[config.mk]
export PLATFORM = sky130hd
export DESIGN_NAME = baud_select_gen
export DESIGN_NICKNAME = d
export VERILOG_FILES = /design/src/rtl/baud_select_gen.sv
export SDC_FILE = /design/constraint.sdc
export NUM_CORES = 1
export LEC_CHECK = 0
export ABC_AREA = 1
export BUFFER_PORTS_ARGS = -buffer_cell sky130_fd_sc_hd__buf_4
export CAP_MARGIN = 40
export CORE_MARGIN = 3
export CORE_UTILIZATION = 50
export DETAILED_ROUTE_END_ITERATION = 10
export PLACE_DENSITY = 0.76
export SETUP_SLACK_MARGIN = 0.5
export SLEW_MARGIN = 15
export SYNTH_ARGS = -nofsm -noshare
export SYNTH_HDL_FRONTEND = slang
export SYNTH_SLANG_ARGS = --single-unit
[constraint.sdc]
create_clock -name clk -period 2.9 [get_ports clk]
set_clock_uncertainty 0.1 [all_clocks]
set_input_delay 0.145 -clock clk [delete_from_list [all_inputs] [get_ports clk]]
set_output_delay 0.145 -clock clk [all_outputs]
set_load 0.02 [all_outputs]
[src/rtl/baud_select_gen.sv]
module baud_select_gen #(
  parameter int FAST_DIV   = 16,
  parameter int SLOW_DIV   = 32,
  parameter int DIV_OFFSET = 16
) (
  input  logic       clk,
  input  logic       rst_n,
  input  logic       wr_en,
  input  logic [1:0] wr_addr,
  input  logic [7:0] wr_data,
  input  logic [1:0] mode,
  input  logic       dbl_rate,
  output logic       baud_tick
);
  localparam int DIV_W = 16;
  localparam int RLD_W = 8;
  localparam int CW    = DIV_W + 2;

  logic [DIV_W-1:0] div_q;
  logic [RLD_W-1:0] rld_q;
  logic             gen_en, src_sel;
  logic [CW-1:0]    cnt, period;
  logic [3:0]       cfg_now, cfg_q;
  logic             running, restart, term;
  logic [RLD_W:0]   rld_span;

  assign rld_span = (RLD_W+1)'(2**RLD_W) - {1'b0, rld_q};

  always_comb begin
    if (!mode[0])
      period = (mode[1] && !dbl_rate) ? CW'(SLOW_DIV) : CW'(FAST_DIV);
    else if (src_sel)
      period = CW'(div_q) + CW'(DIV_OFFSET);
    else
      period = CW'(rld_span) << (dbl_rate ? 5 : 6);
  end

  assign cfg_now   = {mode, dbl_rate, src_sel};
  assign running   = !(mode[0] && src_sel && !gen_en);
  assign restart   = cfg_now != cfg_q;
  assign term      = cnt >= period - CW'(1);
  assign baud_tick = running && !restart && term;

  always_ff @(posedge clk) begin
    if (!rst_n) begin
      div_q   <= '0;
      rld_q   <= '0;
      gen_en  <= 1'b0;
      src_sel <= 1'b0;
      cnt     <= '0;
      cfg_q   <= '0;
    end else begin
      cfg_q <= cfg_now;
      if (!running || restart || term) cnt <= '0;
      else                             cnt <= cnt + CW'(1);
      if (wr_en) begin
        case (wr_addr)
          2'd0: if (!gen_en) div_q[7:0]  <= wr_data;
          2'd1: if (!gen_en) div_q[15:8] <= wr_data;
          2'd2: {src_sel, gen_en} <= wr_data[1:0];
          default: rld_q <= wr_data;
        endcase
      end
    end
  end


  tick_pulse_chk: assert property (@(posedge clk) disable iff (!rst_n)
    baud_tick |=> !baud_tick);


  idle_quiet_chk: assert property (@(posedge clk) disable iff (!rst_n)
    (mode[0] && src_sel && !gen_en) |-> !baud_tick);


  div_locked_chk: assert property (@(posedge clk) disable iff (!rst_n)
    (gen_en && wr_en && !wr_addr[1]) |=> $stable(div_q));


  ctrl_decode_chk: assert property (@(posedge clk) disable iff (!rst_n)
    (wr_en && wr_addr == 2'd2) |=>
      (gen_en == $past(wr_data[0]) && src_sel == $past(wr_data[1])));
endmodule

* Word level (Yosys, flattened, before mapping)
Cells that the tools add are included.
W data, S select, Z words.
** Word-level totals
- Register bits :: 48
- Output and inout port bits :: 1
** Operators by class
- $add $sub $neg :: 4
- Order comparisons :: 1
- Equality and inequality tests :: 3
- Shift-type cells :: 1
- Multiplexer cells :: 4
- Bitwise logic cells :: 3
- Reduce and logical (&&, ||, !) cells :: 18
** Operators with widths (number)
- $mux W18 :: 2
- $add A18 B1 Y18 const B :: 1
- $ge A18 B18 Y1 :: 1
- $shl A9 B3 Y18 :: 1
- $sub A18 B1 Y18 const B :: 1
- $add A16 B5 Y17 const B :: 1
- $sub A9 B8 Y9 const A :: 1
- $mux W6 :: 1
- $reduce_and A3 Y1 :: 2
- $logic_and A1 B1 Y1 :: 5
- $logic_not A1 Y1 :: 4
- $ne A4 B4 Y1 :: 1
- $reduce_and A2 Y1 :: 2
- $not A1 Y1 :: 3
- $reduce_or A3 Y1 :: 1
- $eq A2 B1 Y1 const B :: 1
- $eq A2 B2 Y1 const B :: 1
- $logic_not A2 Y1 :: 1
- $logic_or A1 B1 Y1 :: 2
- $mux W2 :: 1
- $reduce_or A2 Y1 :: 1

* Longest topological paths before layout
Gate-level depths: netlist of run 1.
- Depth after elaboration :: 8
- Depth in mapped cells :: 26

* Worst setup path after synthesis of run 1
No wires, ideal clock.
- Path kind :: reg2reg
- From :: register src_sel
- To :: register cnt[16]
- Arrival :: 2.893 ns
- Path slack :: -0.214 ns
- Stages on the path, launching flop included :: 25
- Buffers on the path :: 2
- Period minus slack after synthesis :: 3.114 ns
- Cell sequence :: dfxtp_1 -> nand2_1 -> inv_2 -> nand2_1 -> ha_1 -> nand3_1 -> nor2_2 -> nand3_2 -> nor2_4 -> nand3_4 -> nor2_2 -> nand3_1 -> nand2_1 -> nand2_1 -> ha_1 -> nand2_1 -> inv_1 -> nand2_1 -> nor3_1 -> nand4_1 -> nand4_1 -> or2_1 -> buf_6 -> buf_12 -> nor2_4
** On the way
- Word-level cells in the longest chain between the ends :: 6
- Elaborated cells between the ends (all ways) :: 10
- Those cells by class :: add/sub (1); order compare (1); eq/ne (1); mux (2); reduce/logical (5)
** RTL lines
- start, declared :: RTL line 21 : logic gen_en, src_sel;
- start signal, assigned :: RTL line 60 : 2'd2: {src_sel, gen_en} <= wr_data[1:0];
- $mux W18 :: RTL line 32 : else if (src_sel)
- $mux W18 :: RTL line 30 : if (!mode[0])
- $sub A18 B1 Y18 :: RTL line 41 : assign term = cnt >= period - CW'(1);
- $ge A18 B18 Y1 :: RTL line 41
- $logic_or A1 B1 Y1 * :: RTL line 54 : if (!running || restart || term) cnt <= '0;
- $reduce_or A2 Y1 (no line) *
- end signal, assigned :: RTL line 55 : else cnt <= cnt + CW'(1);
- end, declared :: RTL line 22 : logic [CW-1:0] cnt, period;
Every way passes the cells marked *; elsewhere a longest branch is shown, timed or not.
A chain may end at the register's enable or synchronous reset.

* Worst setup path after layout of run 1
- From :: register rld_q[0]
- To :: output baud_tick
** On the way
- Word-level cells in the longest chain between the ends :: 7
** RTL lines
- start, declared :: RTL line 20 : logic [RLD_W-1:0] rld_q;
- start signal, assigned :: RTL line 61 : default: rld_q <= wr_data;
- $sub A9 B8 Y9 :: RTL line 27 : assign rld_span = (RLD_W+1)'(2**RLD_W) - {1'b0, rld_q};
- $shl A9 B3 Y18 :: RTL line 35 : period = CW'(rld_span) << (dbl_rate ? 5 : 6);
- $mux W18 :: RTL line 32
- $mux W18 :: RTL line 30
- $sub A18 B1 Y18 :: RTL line 41
- $ge A18 B18 Y1 :: RTL line 41
- $logic_and A1 B1 Y1 :: RTL line 42 : assign baud_tick = running && !restart && term;
- end, declared :: RTL line 13 : output logic baud_tick
Every way passes these cells.

==> results of run 1 <==
sequential cells by signal, indices dropped and copies added, names as in the netlist:
register  count
gen_en        1
cnt          18
rld_q         8
div_q        16
cfg_q         4
src_sel       1
routing by layer:
| layer | wire length, um | vias to the layer above |
|---|---|---|
| met5 | 0 | - |
| met4 | 254 | 0 |
| met3 | 333 | 25 |
| met2 | 5140 | 88 |
| met1 | 3840 | 1698 |
| li1 | - | 1897 |
where the power goes:
group	switching [mW]	leakage (nW)	internal, mW
sequential	0.0201	0.395	0.681
clock	0.235	0.0614	0.282
combinational	0.321	1.71	0.244
layout make-up:
class	count	area share, %
repair buffers	90	15.6
inverters	73	6.05
flip-flops and latches	48	21.0
clock buffers	6	1.77
multi-input cells	399	52.2
clock inverters	2	0.834
well taps	93	2.50
worst max-delay path: cells and delay by family, from the launching register on:
family / cells / cell delay [ns]
AND/OR/NAND/NOR: 15 / 1.52
buffers and inverters: 7 / 0.76
flip-flops: 1 / 0.35
adder cells (fa/ha/maj): 1 / 0.28
cells by family after synthesis:
group | Yosys count
AOI/OAI and AO/OA | 72
xor gates and xnor gates | 24
adders and majority gates | 22
buffers and inverters | 84
DFF | 48
and+or+nand+nor | 281
per-stage QoR:
stage	cell area [um^2]	hold slack [ns]	setup WS (ns)	instances	setup TNS (ns)
finish	4650	0.00675	-0.571	711	-7.82
global route	4650	0.00243	-0.819	711	-11.98
global placement	4230	0.249	-0.195	692	-3.14
floorplan	3590	0.138	-0.0671	531	-0.670
detailed placement	4230	0.256	-0.305	692	-5.38
CTS	4490	0.00533	-0.541	707	-6.43
cell usage in the layout (no fill, tap or decap), types with 3 or more instances in the layout:
cell type | synthesis | layout
inv_2 | 6 | 13
ha_4 | 0 | 4
nand3_1 | 56 | 52
ha_1 | 22 | 18
clkbuf_8 | 0 | 6
dlygate4sd3_1 | 0 | 3
buf_4 | 1 | 83
dfxtp_1 | 48 | 41
nand2_4 | 0 | 4
inv_1 | 67 | 58
nand2_1 | 119 | 95
nand4_1 | 16 | 16
xnor2_1 | 10 | 10
or2_2 | 6 | 6
a21oi_1 | 32 | 32
xor2_1 | 14 | 13
nor2_1 | 54 | 44
nor3_1 | 8 | 5
o21ai_0 | 34 | 31
nand3_2 | 2 | 6
nand2_2 | 0 | 20
nor2_2 | 3 | 7
dfxtp_4 | 0 | 3
o21ai_1 | 2 | 5
dfxtp_2 | 0 | 4
nor2_4 | 12 | 18
worst paths after layout:
| kind | to | cells after the start | slack [ns] |
|---|---|---|---|
| min | div_q[5] | 3 | 0.007 |
| min reg2reg | div_q[15] | 2 | 0.40 |
| max | baud_tick | 23 | -0.57 |
| max reg2reg | cnt[12] | 22 | -0.47 |
what timing repair did:
| item | CTS | global route |
|---|---|---|
| pin swaps | 18 | 27 |
| hold buffers | 3 | 0 |
| hold endpoints to repair | 3 | 0 |
| endpoints found under the setup margin | 19 | 19 |
| resized for setup | 24 | 41 |
| gates cloned | 1 | 0 |
| setup buffers | 3 | 4 |
==> results_dict.tcl, run 1 <==
set metrics [dict create \
    wl_per_cell_um 13.5 \
    grt_pass1_wl_mm 16.0 \
    multi_input_area_um2 2430 \
    synth-main-ff-cell "dfxtp_1" \
    busiest_layer "met2" \
    synth.top_cell.area_share_pct 27.4 \
    irDropWorstVdd_v 0.000355 \
    die_w_um 89.8 \
    drv_slew 0 \
    path_cells "inv_4 > buf_4 > nand3_1 > nand3_1 > nand3_1 > nand3_1 > buf_4 > nand2_1 > nor2_4 > nand3_1 > nand2_1 > nand2_1 > ha_4 > nand2_1 > inv_1 > nand2_4 > nor3_4 > nand4_1 > nand4_1 > buf_4 > nand2_2 > inv_2 > buf_6" \
    grt_pass1_vias 3760 \
    path_clk_slew_ns 0.09 \
    coreArea_um2 6570 \
    clock_path_buffers 2 \
    vias 3708 \
    ys_ff_latch 48 \
    cp_slowest_stage_delay_ns 0.35 \
    hp-class "in -> reg" \
    fillers 520 \
    synth_common_cells "nand2_1, inv_1, nand3_1" \
    synthesis.nets 569 \
    grt_max_degree 32 \
    synthXorXnorAreaFrac_pct 5.98 \
    nets 655 \
    critical_path_class "reg -> out" \
    ys_seq_area_share_pct 27.4 \
    avgViaCountPerCell 5.22 \
    hold_viol 0 \
    outcome "complete, but fails checks" \
    synthMuxAreaShare_pct 0 \
    core.rowCount 29 \
    period_needed_ns 3.47 \
    antenna_found_initial 0 \
    regArea_um2 977 \
    relSlewSlack_pct 62.0 \
    ant_nets 0 \
    synth-edff-count 0 \
    synth_compound_area_share_pct 10.8 \
    die_y_um 89.8 \
    rsz0062_at_grt "true" \
    worstMarginPinSlew_ns 0.565 \
    fin_util_pct 70.9 \
    worst_ep_arrival_time_ns 3.23 \
    diodes 0 \
    start_util_pct 53.5 \
    clock_sinks 48 \
    post_synth_fa_ha_maj_area_fraction_pct 7.83 \
    track_usage_pct 23.4 \
    path_max_fanout 7 \
    violations "setup timing" \
    cts_tree "built" \
    yosysMostFrequentCell "nand2_1" \
    root_buffer "clkbuf_8" \
    syn_inst 531 \
    cp-start-kind "flip-flop" \
    area_delta_synth_final_pct 32.4 \
    use_met1_pct 26.0 \
    async_reset_ff_share_pct 0 \
    power_density_nw_per_um2 383 \
    gr-total-overflow 0 \
    netlist_area_um2 3510 \
    gp_congestion 0.894 \
    yosys.cell_types.count 30 \
    synth_simple_gate_area_share_pct 37.9 \
    rr_startpoint "rld_q[0]" \
    route.detailed.drc 0 \
    dr.pass1.iters 5 \
    drive_above_1_share_pct 30.6 \
    pin_count 17 \
    drv_cap 0 \
    dr.first_iter.drc_count 144 \
    ys.warnings.count 0 \
    synth_top_family_by_area "simple AND/OR/NAND/NOR gates" \
    worst_setup_path_end_kind "output port" \
    dp_hpwl_mm 7.24 \
    finalPower_mw 1.78 \
    routed_wirelength_mm 9.57 \
    finalSetupViolations 19 \
    cts_buffers 5 \
    finalCritPeriodShare_pct 120 \
    syn_avg_cell_area_um2 6.62 \
    grt_use_met2_pct 44.8 \
    die_area_um2 8070 \
    finalWorstSetupSlack_ns -0.571 \
    path_common_cell "nand3_1" \
    worstHoldStart "wr_data[5]" \
    synthTopCellsByArea "dfxtp_1, nand2_1, nand3_1" \
    grt_use_met3_pct 2.92 \
    yosysTopAreaCell "dfxtp_1" \
    clk_latency_ns 0.31 \
    slowest_stage "dfxtp_2" \
    startpoint "rld_q[0]" \
    p_leak_nw 2.17 \
    max_freq_mhz 288 \
    worstPathRequired_ns 2.65 \
    cts_htree_levels 2 \
    io_buffers 16 \
]
(Power assumes the default switching activity.)
==> run 2: changes to the inputs <==
--- a/config.mk
+++ b/config.mk
@@ -5,7 +5,6 @@
 export SDC_FILE = /design/constraint.sdc
 export NUM_CORES = 1
 export LEC_CHECK = 0
-export ABC_AREA = 1
 export BUFFER_PORTS_ARGS = -buffer_cell sky130_fd_sc_hd__buf_4
 export CAP_MARGIN = 40
 export CORE_MARGIN = 3
==> run 2 against run 1 <==
The run still ends with setup timing left. Count of clock-buffer cells in the layout is 1 lower. Register-to-register slack worse by 0.37 ns. Hold slack improved by 0.0079 ns. Routed wire length down 9.4%. First-iteration DRC count grew 17%. Clock power decreased by 3%. Global-route usage up 0.18 points. Sequential power down 2%. Worst setup slack worse by 0.41 ns. Area after synthesis decreased by 6.3%. Highest routed layer unchanged.
==> results_dict.tcl, run 2 <==
set metrics [dict create \
    outcome "complete, but fails checks" \
    violations "setup timing" \
    dr.pass1.iters 4 \
    cts_buffers 5 \
    relSlewSlack_pct 63.6 \
    core.rowCount 28 \
    die_y_um 87.1 \
    drv_slew 0 \
    pin_count 17 \
    grt_pass1_vias 3197 \
    avgViaCountPerCell 5.70 \
    synthTopCellsByArea "dfxtp_1, ha_1, xnor2_1" \
    ys_ff_latch 48 \
    rr_startpoint "rld_q[0]" \
    ys.warnings.count 0 \
    syn_avg_cell_area_um2 8.46 \
    cpLargestDelayFamily "simple AND/OR/NAND/NOR gates" \
    synth-edff-count 0 \
    cts_htree_levels 2 \
    async_reset_ff_share_pct 0 \
    clk_latency_ns 0.31 \
    die_w_um 87.1 \
    route.detailed.drc 0 \
    worst_setup_path_end_kind "output port" \
    path_clk_slew_ns 0.11 \
    regMostFlops "cnt" \
    finalSetupViolations 19 \
    worstMarginPinSlew_ns 0.544 \
    area_delta_synth_final_pct 31.7 \
    dp_hpwl_mm 6.59 \
    startpoint "rld_q[0]" \
    grt_max_degree 32 \
    cp_slowest_stage_delay_ns 0.56 \
    irDropWorstVdd_v 0.000329 \
    gp_congestion 0.840 \
    grt_use_met3_pct 4.26 \
    hp-class "in -> reg" \
    power_density_nw_per_um2 370 \
    use_met1_pct 27.0 \
    cp-start-kind "flip-flop" \
    yosys.cell_types.count 60 \
    gr-total-overflow 0 \
    antenna_found_initial 0 \
    rsz0062_at_grt "true" \
    p_leak_nw 1.79 \
    netlist_area_um2 3290 \
    synthesis.nets 427 \
    clock_sinks 48 \
    cts_tree "built" \
    finalCritPeriodShare_pct 134 \
    fin_util_pct 70.7 \
    synth.top_cell.area_share_pct 29.2 \
    drv_cap 0 \
    max_freq_mhz 257 \
    crit_buf_inv 1 \
    busiest_layer "met2" \
    drive_above_1_share_pct 29.0 \
    io_buffers 16 \
    hold_ws_ns 0.0146 \
    synth-main-ff-cell "dfxtp_1" \
    synth_common_cells "dfxtp_1, nor2_1, nand2_1" \
    ant_nets 0 \
    final.setup.tns_ns -15.27 \
    dr.first_iter.drc_count 169 \
    layout.cells.most_common "buf_4" \
    most-common-layout-cells "buf_4, dfxtp_1, nor2_1" \
    track_usage_pct 23.6 \
    start_util_pct 53.7 \
    yosysTopAreaCell "dfxtp_1" \
    diodes 0 \
    worstHoldStart "wr_data[6]" \
    worst_ep_arrival_time_ns 3.64 \
    grt_pass1_wl_mm 14.4 \
    grt_use_met2_pct 43.8 \
    die_area_um2 7590 \
    syn_inst 389 \
    period_needed_ns 3.88 \
    path_cells "or4_4 > or3_4 > nand3_2 > a221oi_2 > or4b_4 > nor4_4 > xnor2_1 > ha_1 > o21a_1 > o211ai_1 > or2_4 > a21boi_4 > buf_6" \
    yosysMostFrequentCell "dfxtp_1" \
    routed_wirelength_mm 8.67 \
    nets 520 \
    worstPathRequired_ns 2.65 \
    clock_path_buffers 2 \
    slowest_stage "or4_4" \
    wl_per_cell_um 15.5 \
    finalWorstSetupSlack_ns -0.984 \
    path_max_fanout 4 \
    largest_reg_flops 18 \
    hold_viol 0 \
    root_buffer "clkbuf_8" \
    coreArea_um2 6130 \
    vias 3179 \
    ys_seq_area_share_pct 29.2 \
    critical_path_class "reg -> out" \
    reg_top3 "cnt x18, div_q x16, rld_q x8" \
]
## run 2: layer usage
metal,part of all wire (%),vias to the layer above
li1,-,1578
met1,42,1504
met2,52,77
met3,3.9,20
met4,2.0,0
met5,0,-
## run 2: repair_timing
action / CTS / global route
setup endpoints to repair: 19 / 19
setup buffers: 3 / 5
pin swaps: 1 / 8
hold endpoints to repair: 1 / 0
hold buffers: 1 / 0
resized for setup: 10 / 13
## run 2: layout make-up
| class | count | area (um^2) |
|---|---|---|
| tap | 75 | 93.8 |
| inverter | 11 | 41.3 |
| clock buffer | 5 | 68.8 |
| clock inverter | 3 | 42.5 |
| timing repair buffer | 103 | 807 |
| sequential | 48 | 963 |
| fill | 490 | 1800 |
| multi-input combinational | 313 | 2320 |
## run 2: final timing paths
kind | end | slack, ns | cells after the start
max | baud_tick | -0.98 | 13
min | div_q[6] | 0.01 | 3
max reg2reg | cnt[9] | -0.84 | 15
min reg2reg | cnt[0] | 0.40 | 1
## run 2: power by group
group / switching (mW) / internal, mW
Combinational: 0.195 / 0.216
Sequential: 0.0142 / 0.674
Clock: 0.249 / 0.256
## run 2: cells by family after synthesis
logic type | synth area share, %
compound gates | 13.6
xor+xnor | 11.7
buf+inv | 3.46
mux | 6.08
fa+ha+maj | 8.36
flops | 29.2
simple gates | 27.6
## run 2: stage by stage
stage | instance area [um^2] | power [mW] | setup slack, ns | instances
finish | 4330 | 1.60 | -0.984 | 558
global route | 4330 | 1.68 | -1.10 | 558
CTS | 4240 | 1.58 | -0.944 | 553
detailed placement | 4060 | 1.07 | -0.812 | 541
global placement | 4060 | 1.06 | -0.662 | 541
floorplan | 3330 | 0.921 | -0.561 | 389
## run 2: worst reg2reg max path, cell delays in order (launching register included)
cell and delay [ns]:
dfxtp_2 0.34, or4_4 0.56, or3_4 0.35, nand3_2 0.09, a221oi_2 0.08, or4b_4 0.55, nor2_4 0.10, xnor2_1 0.07
ha_1 0.29, nand4_1 0.08, o221a_2 0.27, buf_4 0.13, buf_4 0.13, o21ai_4 0.26, buf_6 0.18, nor2_1 0.05
